--- src/rtl/kbc_pkg.sv ---
`timescale 1ns/1ps
package kbc_pkg;
  localparam int BYTE_W = 8;
  typedef logic [BYTE_W-1:0] byte_t;

  typedef struct packed {
    logic  vld;
    byte_t data;
  } push_t;

  // controller command codes (values are fixed by the host software interface)
  localparam byte_t CMD_NONE     = 8'h00;
  localparam byte_t CMD_RD_MODE  = 8'h20;
  localparam byte_t CMD_WR_MODE  = 8'h60;
  localparam byte_t CMD_AUX_OFF  = 8'hA7;
  localparam byte_t CMD_AUX_ON   = 8'hA8;
  localparam byte_t CMD_AUX_TEST = 8'hA9;
  localparam byte_t CMD_SELFTEST = 8'hAA;
  localparam byte_t CMD_KBD_TEST = 8'hAB;
  localparam byte_t CMD_KBD_OFF  = 8'hAD;
  localparam byte_t CMD_KBD_ON   = 8'hAE;
  localparam byte_t CMD_RD_INP   = 8'hC0;
  localparam byte_t CMD_WR_OUTP  = 8'hD1;
  localparam byte_t CMD_LD_KBD   = 8'hD2;
  localparam byte_t CMD_LD_AUX   = 8'hD3;
  localparam byte_t CMD_TO_AUX   = 8'hD4;

  // replies
  localparam byte_t RSP_SELFTEST = 8'h55;
  localparam byte_t RSP_PASS     = 8'h00;
  localparam byte_t RSP_INPORT   = 8'h80;

  // mode bit positions
  localparam int MB_KIRQ = 0;
  localparam int MB_AIRQ = 1;
  localparam int MB_KOFF = 4;
  localparam int MB_AOFF = 5;

  // status bit positions and constants
  localparam int SB_ANY  = 0;
  localparam int SB_TEST = 2;
  localparam int SB_AUXO = 5;
  localparam byte_t MODE_RST   = 8'h03;
  localparam byte_t STAT_FIXED = 8'h18;
endpackage

--- src/rtl/kbc_holding.sv ---
`timescale 1ns/1ps
module kbc_holding #(
  parameter int DW = 8
) (
  input  logic          clk,
  input  logic          rst,
  input  logic          dev_vld,
  input  logic [DW-1:0] dev_data,
  input  logic          ctl_vld,
  input  logic [DW-1:0] ctl_data,
  input  logic          clr,
  output logic          full,
  output logic [DW-1:0] data
);
  always_ff @(posedge clk) begin
    if (rst) begin
      full <= 1'b0;
      data <= '0;
    end else if (ctl_vld) begin
      full <= 1'b1;
      data <= ctl_data;
    end else if (dev_vld) begin
      full <= 1'b1;
      data <= dev_data;
    end else if (clr) begin
      full <= 1'b0;
    end
  end
endmodule

--- src/rtl/kbc_decoder.sv ---
`timescale 1ns/1ps
module kbc_decoder
  import kbc_pkg::*;
(
  input  logic  clk,
  input  logic  rst,
  input  logic  wr,
  input  logic  sel,
  input  byte_t wdata,
  output push_t kbd_push,
  output push_t aux_push,
  output logic  kirq_en,
  output logic  airq_en,
  output logic  kbd_off,
  output logic  selftest,
  output logic  kbd_tx_vld,
  output byte_t kbd_tx_data,
  output logic  aux_tx_vld,
  output byte_t aux_tx_data
);
  byte_t mode_q;
  byte_t pend_q;
  logic  st_q;

  wire cmd_wr  = wr && sel;
  wire data_wr = wr && !sel;

  // replies and planted bytes enter the holding registers combinationally
  always_comb begin
    kbd_push = '0;
    aux_push = '0;
    if (cmd_wr) begin
      case (wdata)
        CMD_RD_MODE:               kbd_push = '{vld: 1'b1, data: mode_q};
        CMD_SELFTEST:              kbd_push = '{vld: 1'b1, data: RSP_SELFTEST};
        CMD_AUX_TEST, CMD_KBD_TEST: kbd_push = '{vld: 1'b1, data: RSP_PASS};
        CMD_RD_INP:                kbd_push = '{vld: 1'b1, data: RSP_INPORT};
        default: ;
      endcase
    end else if (data_wr) begin
      case (pend_q)
        CMD_LD_KBD: kbd_push = '{vld: 1'b1, data: wdata};
        CMD_LD_AUX: aux_push = '{vld: 1'b1, data: wdata};
        default: ;
      endcase
    end
  end

  always_ff @(posedge clk) begin
    if (rst) begin
      mode_q      <= MODE_RST;
      pend_q      <= CMD_NONE;
      st_q        <= 1'b0;
      kbd_tx_vld  <= 1'b0;
      kbd_tx_data <= '0;
      aux_tx_vld  <= 1'b0;
      aux_tx_data <= '0;
    end else begin
      kbd_tx_vld <= 1'b0;
      aux_tx_vld <= 1'b0;
      if (cmd_wr) begin
        case (wdata)
          CMD_WR_MODE, CMD_WR_OUTP, CMD_LD_KBD,
          CMD_LD_AUX, CMD_TO_AUX:  pend_q <= wdata;
          CMD_AUX_OFF:             mode_q[MB_AOFF] <= 1'b1;
          CMD_AUX_ON:              mode_q[MB_AOFF] <= 1'b0;
          CMD_KBD_OFF:             mode_q[MB_KOFF] <= 1'b1;
          CMD_KBD_ON:              mode_q[MB_KOFF] <= 1'b0;
          CMD_SELFTEST:            st_q <= 1'b1;
          default: ;
        endcase
      end else if (data_wr) begin
        case (pend_q)
          CMD_NONE: begin
            kbd_tx_vld  <= 1'b1;
            kbd_tx_data <= wdata;
          end
          CMD_WR_MODE: mode_q <= wdata;
          CMD_TO_AUX: begin
            aux_tx_vld  <= 1'b1;
            aux_tx_data <= wdata;
          end
          default: ;
        endcase
        pend_q <= CMD_NONE;
      end
    end
  end

  assign kirq_en  = mode_q[MB_KIRQ];
  assign airq_en  = mode_q[MB_AIRQ];
  assign kbd_off  = mode_q[MB_KOFF];
  assign selftest = st_q;
endmodule

--- src/rtl/kbc_arbiter.sv ---
`timescale 1ns/1ps
module kbc_arbiter
  import kbc_pkg::*;
(
  input  logic  clk,
  input  logic  rst,
  input  logic  kbd_full,
  input  logic  aux_full,
  input  byte_t kbd_data,
  input  byte_t aux_data,
  input  logic  kirq_en,
  input  logic  airq_en,
  input  logic  kbd_off,
  input  logic  selftest,
  input  logic  rd,
  input  logic  sel,
  output logic  kbd_clr,
  output logic  aux_clr,
  output byte_t status,
  output byte_t rdata,
  output logic  irq_kbd,
  output logic  irq_aux
);
  logic any_q, auxo_q;

  // keyboard wins whenever it holds data
  wire pick_aux = aux_full && !kbd_full;
  wire data_rd  = rd && !sel;

  assign kbd_clr = data_rd && !pick_aux;
  assign aux_clr = data_rd && pick_aux;

  always_comb begin
    status          = STAT_FIXED;
    status[SB_ANY]  = any_q;
    status[SB_AUXO] = auxo_q;
    status[SB_TEST] = selftest;
  end

  always_ff @(posedge clk) begin
    if (rst) begin
      any_q   <= 1'b0;
      auxo_q  <= 1'b0;
      irq_kbd <= 1'b0;
      irq_aux <= 1'b0;
      rdata   <= '0;
    end else begin
      any_q   <= kbd_full || aux_full;
      auxo_q  <= pick_aux;
      irq_kbd <= kbd_full && kirq_en && !kbd_off;
      irq_aux <= pick_aux && airq_en;
      if (rd) rdata <= sel ? status : (pick_aux ? aux_data : kbd_data);
    end
  end
endmodule

--- src/rtl/kbc_cmd_engine.sv ---
`timescale 1ns/1ps
module kbc_cmd_engine
  import kbc_pkg::*;
(
  input  logic       clk,
  input  logic       rst,
  input  logic       host_wr,
  input  logic       host_rd,
  input  logic       host_sel,
  input  logic [7:0] host_wdata,
  output logic [7:0] host_rdata,
  input  logic       kbd_rx_vld,
  input  logic [7:0] kbd_rx_data,
  input  logic       aux_rx_vld,
  input  logic [7:0] aux_rx_data,
  output logic       kbd_tx_vld,
  output logic [7:0] kbd_tx_data,
  output logic       aux_tx_vld,
  output logic [7:0] aux_tx_data,
  output logic       irq_kbd,
  output logic       irq_aux
);
  push_t kbd_push, aux_push;
  logic  kirq_en, airq_en, kbd_off, selftest;
  logic  kbd_clr, aux_clr, kbd_full, aux_full;
  byte_t kbd_hold, aux_hold, status_w;

  kbc_decoder u_dec (
    .clk(clk), .rst(rst), .wr(host_wr), .sel(host_sel), .wdata(host_wdata),
    .kbd_push(kbd_push), .aux_push(aux_push),
    .kirq_en(kirq_en), .airq_en(airq_en), .kbd_off(kbd_off), .selftest(selftest),
    .kbd_tx_vld(kbd_tx_vld), .kbd_tx_data(kbd_tx_data),
    .aux_tx_vld(aux_tx_vld), .aux_tx_data(aux_tx_data)
  );

  kbc_holding #(.DW(BYTE_W)) u_kbd_hold (
    .clk(clk), .rst(rst), .dev_vld(kbd_rx_vld), .dev_data(kbd_rx_data),
    .ctl_vld(kbd_push.vld), .ctl_data(kbd_push.data), .clr(kbd_clr),
    .full(kbd_full), .data(kbd_hold)
  );

  kbc_holding #(.DW(BYTE_W)) u_aux_hold (
    .clk(clk), .rst(rst), .dev_vld(aux_rx_vld), .dev_data(aux_rx_data),
    .ctl_vld(aux_push.vld), .ctl_data(aux_push.data), .clr(aux_clr),
    .full(aux_full), .data(aux_hold)
  );

  kbc_arbiter u_arb (
    .clk(clk), .rst(rst), .kbd_full(kbd_full), .aux_full(aux_full),
    .kbd_data(kbd_hold), .aux_data(aux_hold),
    .kirq_en(kirq_en), .airq_en(airq_en), .kbd_off(kbd_off), .selftest(selftest),
    .rd(host_rd), .sel(host_sel), .kbd_clr(kbd_clr), .aux_clr(aux_clr),
    .status(status_w), .rdata(host_rdata), .irq_kbd(irq_kbd), .irq_aux(irq_aux)
  );
endmodule

--- config.mk ---
export PLATFORM = sky130hd
export DESIGN_NAME = kbc_cmd_engine
export DESIGN_NICKNAME = d
export VERILOG_FILES = /design/src/rtl/kbc_pkg.sv /design/src/rtl/kbc_holding.sv /design/src/rtl/kbc_decoder.sv /design/src/rtl/kbc_arbiter.sv /design/src/rtl/kbc_cmd_engine.sv
export SDC_FILE = /design/constraint.sdc
export NUM_CORES = 1
export LEC_CHECK = 0
export BUFFER_PORTS_ARGS = -buffer_cell sky130_fd_sc_hd__buf_2
export CAP_MARGIN = 30
export CELL_PAD_IN_SITES_DETAIL_PLACEMENT = 2
export CELL_PAD_IN_SITES_GLOBAL_PLACEMENT = 2
export CORE_UTILIZATION = 23
export DETAILED_ROUTE_END_ITERATION = 10
export GPL_TIMING_DRIVEN = 0
export PLACE_DENSITY_LB_ADDON = 0.1
export SETUP_SLACK_MARGIN = 0.02
export SYNTH_ARGS = -nofsm -noshare
export SYNTH_HDL_FRONTEND = slang
export SYNTH_SLANG_ARGS = --single-unit
--- constraint.sdc ---
create_clock -name clk -period 4.76 [get_ports clk]
set_input_delay 0.952 -clock clk [delete_from_list [all_inputs] [get_ports clk]]
set_output_delay 0.952 -clock clk [all_outputs]
set_load 0.005 [all_outputs]
Word-level counts from Yosys, hierarchy flattened
Cells that the tools add are included.

Div/mod/pow operators: 0. Bitwise logic cells: 2. Mux-type cells: 29. Multipliers: 0. Order comparisons: 0. Shift operators: 0. Reductions and logical operators: 31. Eq/ne operators: 21. Add/sub/neg operators: 0.

Operator list (count): equality test 8 bit, second input constant (15); 2-to-1 mux 8 bit (9); 2-to-1 mux 9 bit (6); one-hot mux 9 bit (4 select lines) (1); equality test 8 x 7 -> 1 bit, second input constant (2); AND reduction 3 bit (5); 2-to-1 mux 6 bit (2); logical AND 1 bit (9); equality test 8 x 6 -> 1 bit, second input constant (1); logical NOT 8 bit (1); 2-to-1 mux 1 bit (8); nonzero test 2 bit (4); inequality test 3 bit, second input constant (2); nonzero test 3 bit (2); OR reduction 5 bit (1); logical NOT 1 bit (4); one-hot mux 1 bit (2 select lines) (2); AND reduction 2 bit (2); OR reduction 3 bit (1); 2-to-1 mux 2 bit (1); inequality test 2 bit, second input constant (1); NOT 1 bit (2); OR reduction 2 bit (1); logical OR 1 bit (1).

Memory bits (writable): 0. ROM bits: 0. Output and inout port bits: 28. Input bits: 31. Bits in registers: 65. Bits in latches: 0. Word-level logic and storage cells: 101. Memories kept: 0.

Longest topological paths before layout
Depth after elaboration: 7. Mapped depth: 6. Gate-level depth less buffers: 4.

Cells and area by module
From an unflattened synthesis, not the netlist that was laid out.

Cell total of the unflattened synthesis: 343. Area total of the unflattened synthesis: 3183.1 um^2.

Modules (own cells, without submodules): kbc_decoder (sequential area each 700.7 um^2, cells each 192, instances 1, area each 1735.4 um^2); kbc_holding (sequential area each 180.2 um^2, cells each 40, instances 2, area each 409.1 um^2); kbc_arbiter (sequential area each 240.2 um^2, cells each 71, instances 1, area each 629.4 um^2).

Worst setup path after synthesis
Ideal clock, no wire load.

Kind: input -> register. Start point: input host_wdata[6]. End point: register u_kbd_hold.data[7]. Path slack: 2320 ps. Required time: 4674 ps. Buffers on the path: 2. Setup time: 86 ps. Stages: 6. Data arrival time: 2354 ps. Cells stage by stage: buf_2 or3b_2 a211o_1 buf_2 and2_1 a221oi_2.

Cells in the longest elaborated chain, start to end: 5. Elaborated cells between the ends (all ways): 10. Classes of those cells: 5 x eq/ne; 3 x mux; 2 x reduce/logical.

Ends and longest elaborated chain: start: declaration (line kbc_cmd_engine.sv:10) `input logic [7:0] host_wdata,`; equality test 8 bit (line kbc_decoder.sv:33) `case (wdata)`; OR reduction 2 bit (line kbc_decoder.sv:33); one-hot mux 9 bit (4 select lines) * (line kbc_decoder.sv:33); 2-to-1 mux 9 bit * (line kbc_decoder.sv:32) `if (cmd_wr) begin`; 2-to-1 mux 8 bit / nonzero test 2 bit (equally long branches); end signal: assignment (line kbc_holding.sv:21) `data <= ctl_data;`; end signal: assignment (line kbc_holding.sv:24) `data <= dev_data;`; end: declaration (line kbc_holding.sv:13) `output logic [DW-1:0] data`.

Mark *: on every way between the ends. The rest lies on a longest branch, timed or not. A chain may end at the register's enable or synchronous reset.

Final worst setup path
Start point: input host_wdata[0]. End point: register u_kbd_hold.data[3].

Same word-level chain as after synthesis.

==> metrics.cfg <==
[clocking]
cts.path.max_buffers=2
htree_levels=3
post_cts_resize_count=0
clkSlewWorstSetupHoldPaths_ns=0.05
post_cts_setup_repair_bufs=0
hold_buffers=0
ctsRootBufferMaster=clkbuf_16
cts.sinks=65
tritoncts=built
cts-buffers-inserted=9
clock_latency_ns=0.34

[min_path]
holdPathStages=2
min_delay_path_class=reg -> reg
hold_end=u_dec.kbd_tx_data[6]$_SDFFE_PP0P_
timing.hold.worst.start=u_dec.kbd_tx_data[6]$_SDFFE_PP0P_

[setup_path]
cp_max_fanout=6
critical_path_arrival_ns=2.80
cp_data_required_time_ns=5.02
worst_r2r_path_depth=4
crit_path_start_kind=primary input
critical_path.reg2reg.startpoint=u_dec.pend_q[0]$_SDFFE_PP0P_
worstSetupPathType=in -> reg
setup.worst_path.end_class=register
crit-reg2reg-capture=u_kbd_hold.data[7]$_SDFFE_PP0P_
worst-r2r-setup-slack_ns=2.70

[place]
gp_congestion=0.749
post-place-ws_ns=1.88
dpl.hpwl_um=7700
io_buffer_count=52

[die]
die_span_x_um=116
fp.dieArea_um2=13400
io_pins=59
die_h_um=116
placementRows=41
floorplan.initialDensity_pct=23.7
design.core.area_um2=12600

[synthesis]
number_of_distinct_standard_cells_referenced_by_the_synthesized_netlist=47
synthArstFlopShare_pct=0
combinational_family_with_the_most_area_after_synthesis=simple AND/OR/NAND/NOR gates
postSynthRegisterBits=65
synth_cells=335
simple_gate_portion_of_the_synthesized_area_pct=23.8
ys_dominant_reg_cell=dfxtp_1
synth_edf_count=0
area_of_the_mapped_netlist_um2=2990
yosys-mux-area-fraction_pct=12.6
compound_gate_portion_of_the_synthesized_area_pct=15.3
post_synth_xor_area_fraction_pct=0
synth-adder-area-share_pct=0
post_synthesis_net_count=366
synth_sequential_area_ratio_pct=43.6
synth.avg_cell_area_um2=8.92
synth_warnings=0

[global_route]
grt_antenna_before_repair=0
grt_pass1_vias=2834
grt_start_max_net_pins=11
grt.total_usage_pct=16.9
globalRouteOverflowTotal=0
grt_first_pass_wirelength_um=16400

[timing]
drv_slew=0
layout_worst_path_cycle_share_pct=53.3
hold_ws_ns=0.451
unrepaired_setup_endpoints_after_global_routing=no
setup_viol=0
timing.fmax_mhz=394
worstMarginPinSlew_ns=0.899
hold_violations=0
finClkSkew_ns=0.00836
fin_crit_ns=2.54
max_slew_margin_pct=39.5
final_critical_path_setup_slack_ns=2.22
setup_tns_ns=0

[layout]
drive_above_1_share_pct=23.1
syn_to_final_growth_pct=26.7
antenna_cells_inserted=0
num-fill-cells=1470
multiInputGateArea_um2=1550
final-seq-area_um2=1300
final_nets=430

[job]
timing.max_cap.violations=0

[power]
powerDensity_nw_per_um2=373
peakVddDrop_v=0.000117
leakage_uw=0.00152

[outcome]
outcome=finished, final reports clean

[drt]
vias_per_cell=4.86
firstDrtPassIters=4
route.vias.total=2795
drc=0
routedWlPerCell_um=18.4
dr_iter_0_viols=106
totalWireLength_um=10600
route.antenna.remaining_nets=0

==> cell usage in the layout (no fill, tap or decap), types with 3 or more instances in the layout <==
master,Yosys,layout
buf_2,6,59
mux2i_1,23,23
nand3_1,15,15
nand2_1,31,31
nand4_1,9,9
nor2_1,31,31
a22oi_1,7,7
a31oi_1,6,6
and4b_1,4,4
o211ai_1,4,4
mux2_2,13,13
nor2b_1,3,3
nand3b_1,3,3
a211oi_1,10,10
nor4bb_1,3,3
and3_1,3,3
o21ai_0,7,7
inv_1,8,8
nand2b_1,6,6
clkbuf_1,15,17
dfxtp_1,65,65
clkbuf_16,0,9
a21oi_1,26,26
and2_1,3,3
buf_1,3,3
==> synthesized netlist by cell type (4+ instances only) <==
library cell,instances,share of area [%]
dfxtp_1,65,44
nand3_1,15,2.5
a21oi_1,26,4.4
inv_1,8,1.0
mux2_2,13,4.9
a211oi_1,10,2.5
a31oi_1,6,1.3
buf_2,6,1.0
nand4_1,9,1.9
nand2b_1,6,1.3
a22oi_1,7,1.8
clkbuf_1,15,1.9
o211ai_1,4,1.0
mux2i_1,23,7.7
nor2_1,31,3.9
nand2_1,31,3.9
o21ai_0,7,1.2
and4b_1,4,1.3
==> critical path: stages <==
cell	delay [ns]
buf_2	0.13
or4_1	0.64
nor3_1	0.66
a22oi_1	0.23
a21oi_1	0.19
==> power breakdown <==
| group | switching (µW) | internal [µW] |
|---|---|---|
| logic | 70.2 | 49.3 |
| clock network | 248 | 469 |
| registers | 11.9 | 563 |
| total | 330 | 1080 |
==> how the worst max path moves through the flow <==
stage                   from                         endpoint  slack [ns]  depth (start not counted)
4_1_cts        host_wdata[0]  u_kbd_hold.data[3]$_SDFFE_PP0P_        2.24                          5
2_1_floorplan  host_wdata[6]  u_kbd_hold.data[7]$_SDFFE_PP0P_        2.32                          6
3_3_place_gp         host_wr     u_dec.mode_q[2]$_SDFFE_PP0P_        1.85                          5
3_5_place_dp   host_wdata[2]  u_kbd_hold.data[7]$_SDFFE_PP0P_        1.88                          6
5_1_grt        host_wdata[2]  u_kbd_hold.data[7]$_SDFFE_PP0P_        2.08                          6
6_report       host_wdata[0]  u_kbd_hold.data[3]$_SDFFE_PP0P_        2.22                          5
==> registers in the layout, summed over array words and instances, names as in the netlist, 8 cells and up <==
signal	cells
u_kbd_hold.data	8
u_aux_hold.data	8
u_dec.mode_q	8
u_dec.pend_q	8
u_dec.kbd_tx_data	8
u_arb.rdata	8
u_dec.aux_tx_data	8
==> logic make-up after synthesis <==
logic type	after synthesis
compound gates	70
mux	36
buf+inv	33
flops	65
simple gates	131
==> through the flow <==
stage / power [µW] / instance area, µm² / instances / util, %
after floorplan: 655 / 2990 / 335 / -
after global placement: 708 / 3460 / 559 / 27.4
after detailed placement: 709 / 3470 / 560 / 27.5
after CTS: 1440 / 3780 / 575 / 30.0
after global routing: 1470 / 3780 / 575 / 30.0
final: 1410 / 3780 / 575 / 30.0
==> per-layer routing <==
layer  track usage [%]  routed length, µm  up-vias
met4              7.44                193        0
met2              27.3               4950       52
li1                  -                  -     1351
met3              3.35                352       15
met1              21.9               5090     1377
met5                 0                  0        -
==> area by class of cell <==
type                    instances  share of cell area, %
plain buffers                  25                   2.88
clock buffers                  12                   6.51
clock inverters                 3                   1.72
inverters                       8                  0.793
multi-input cells             237                   41.0
flip-flops and latches         65                   34.4
well taps                     172                   5.69
repair buffers                 53                   7.01
(Power assumes the default switching activity.)
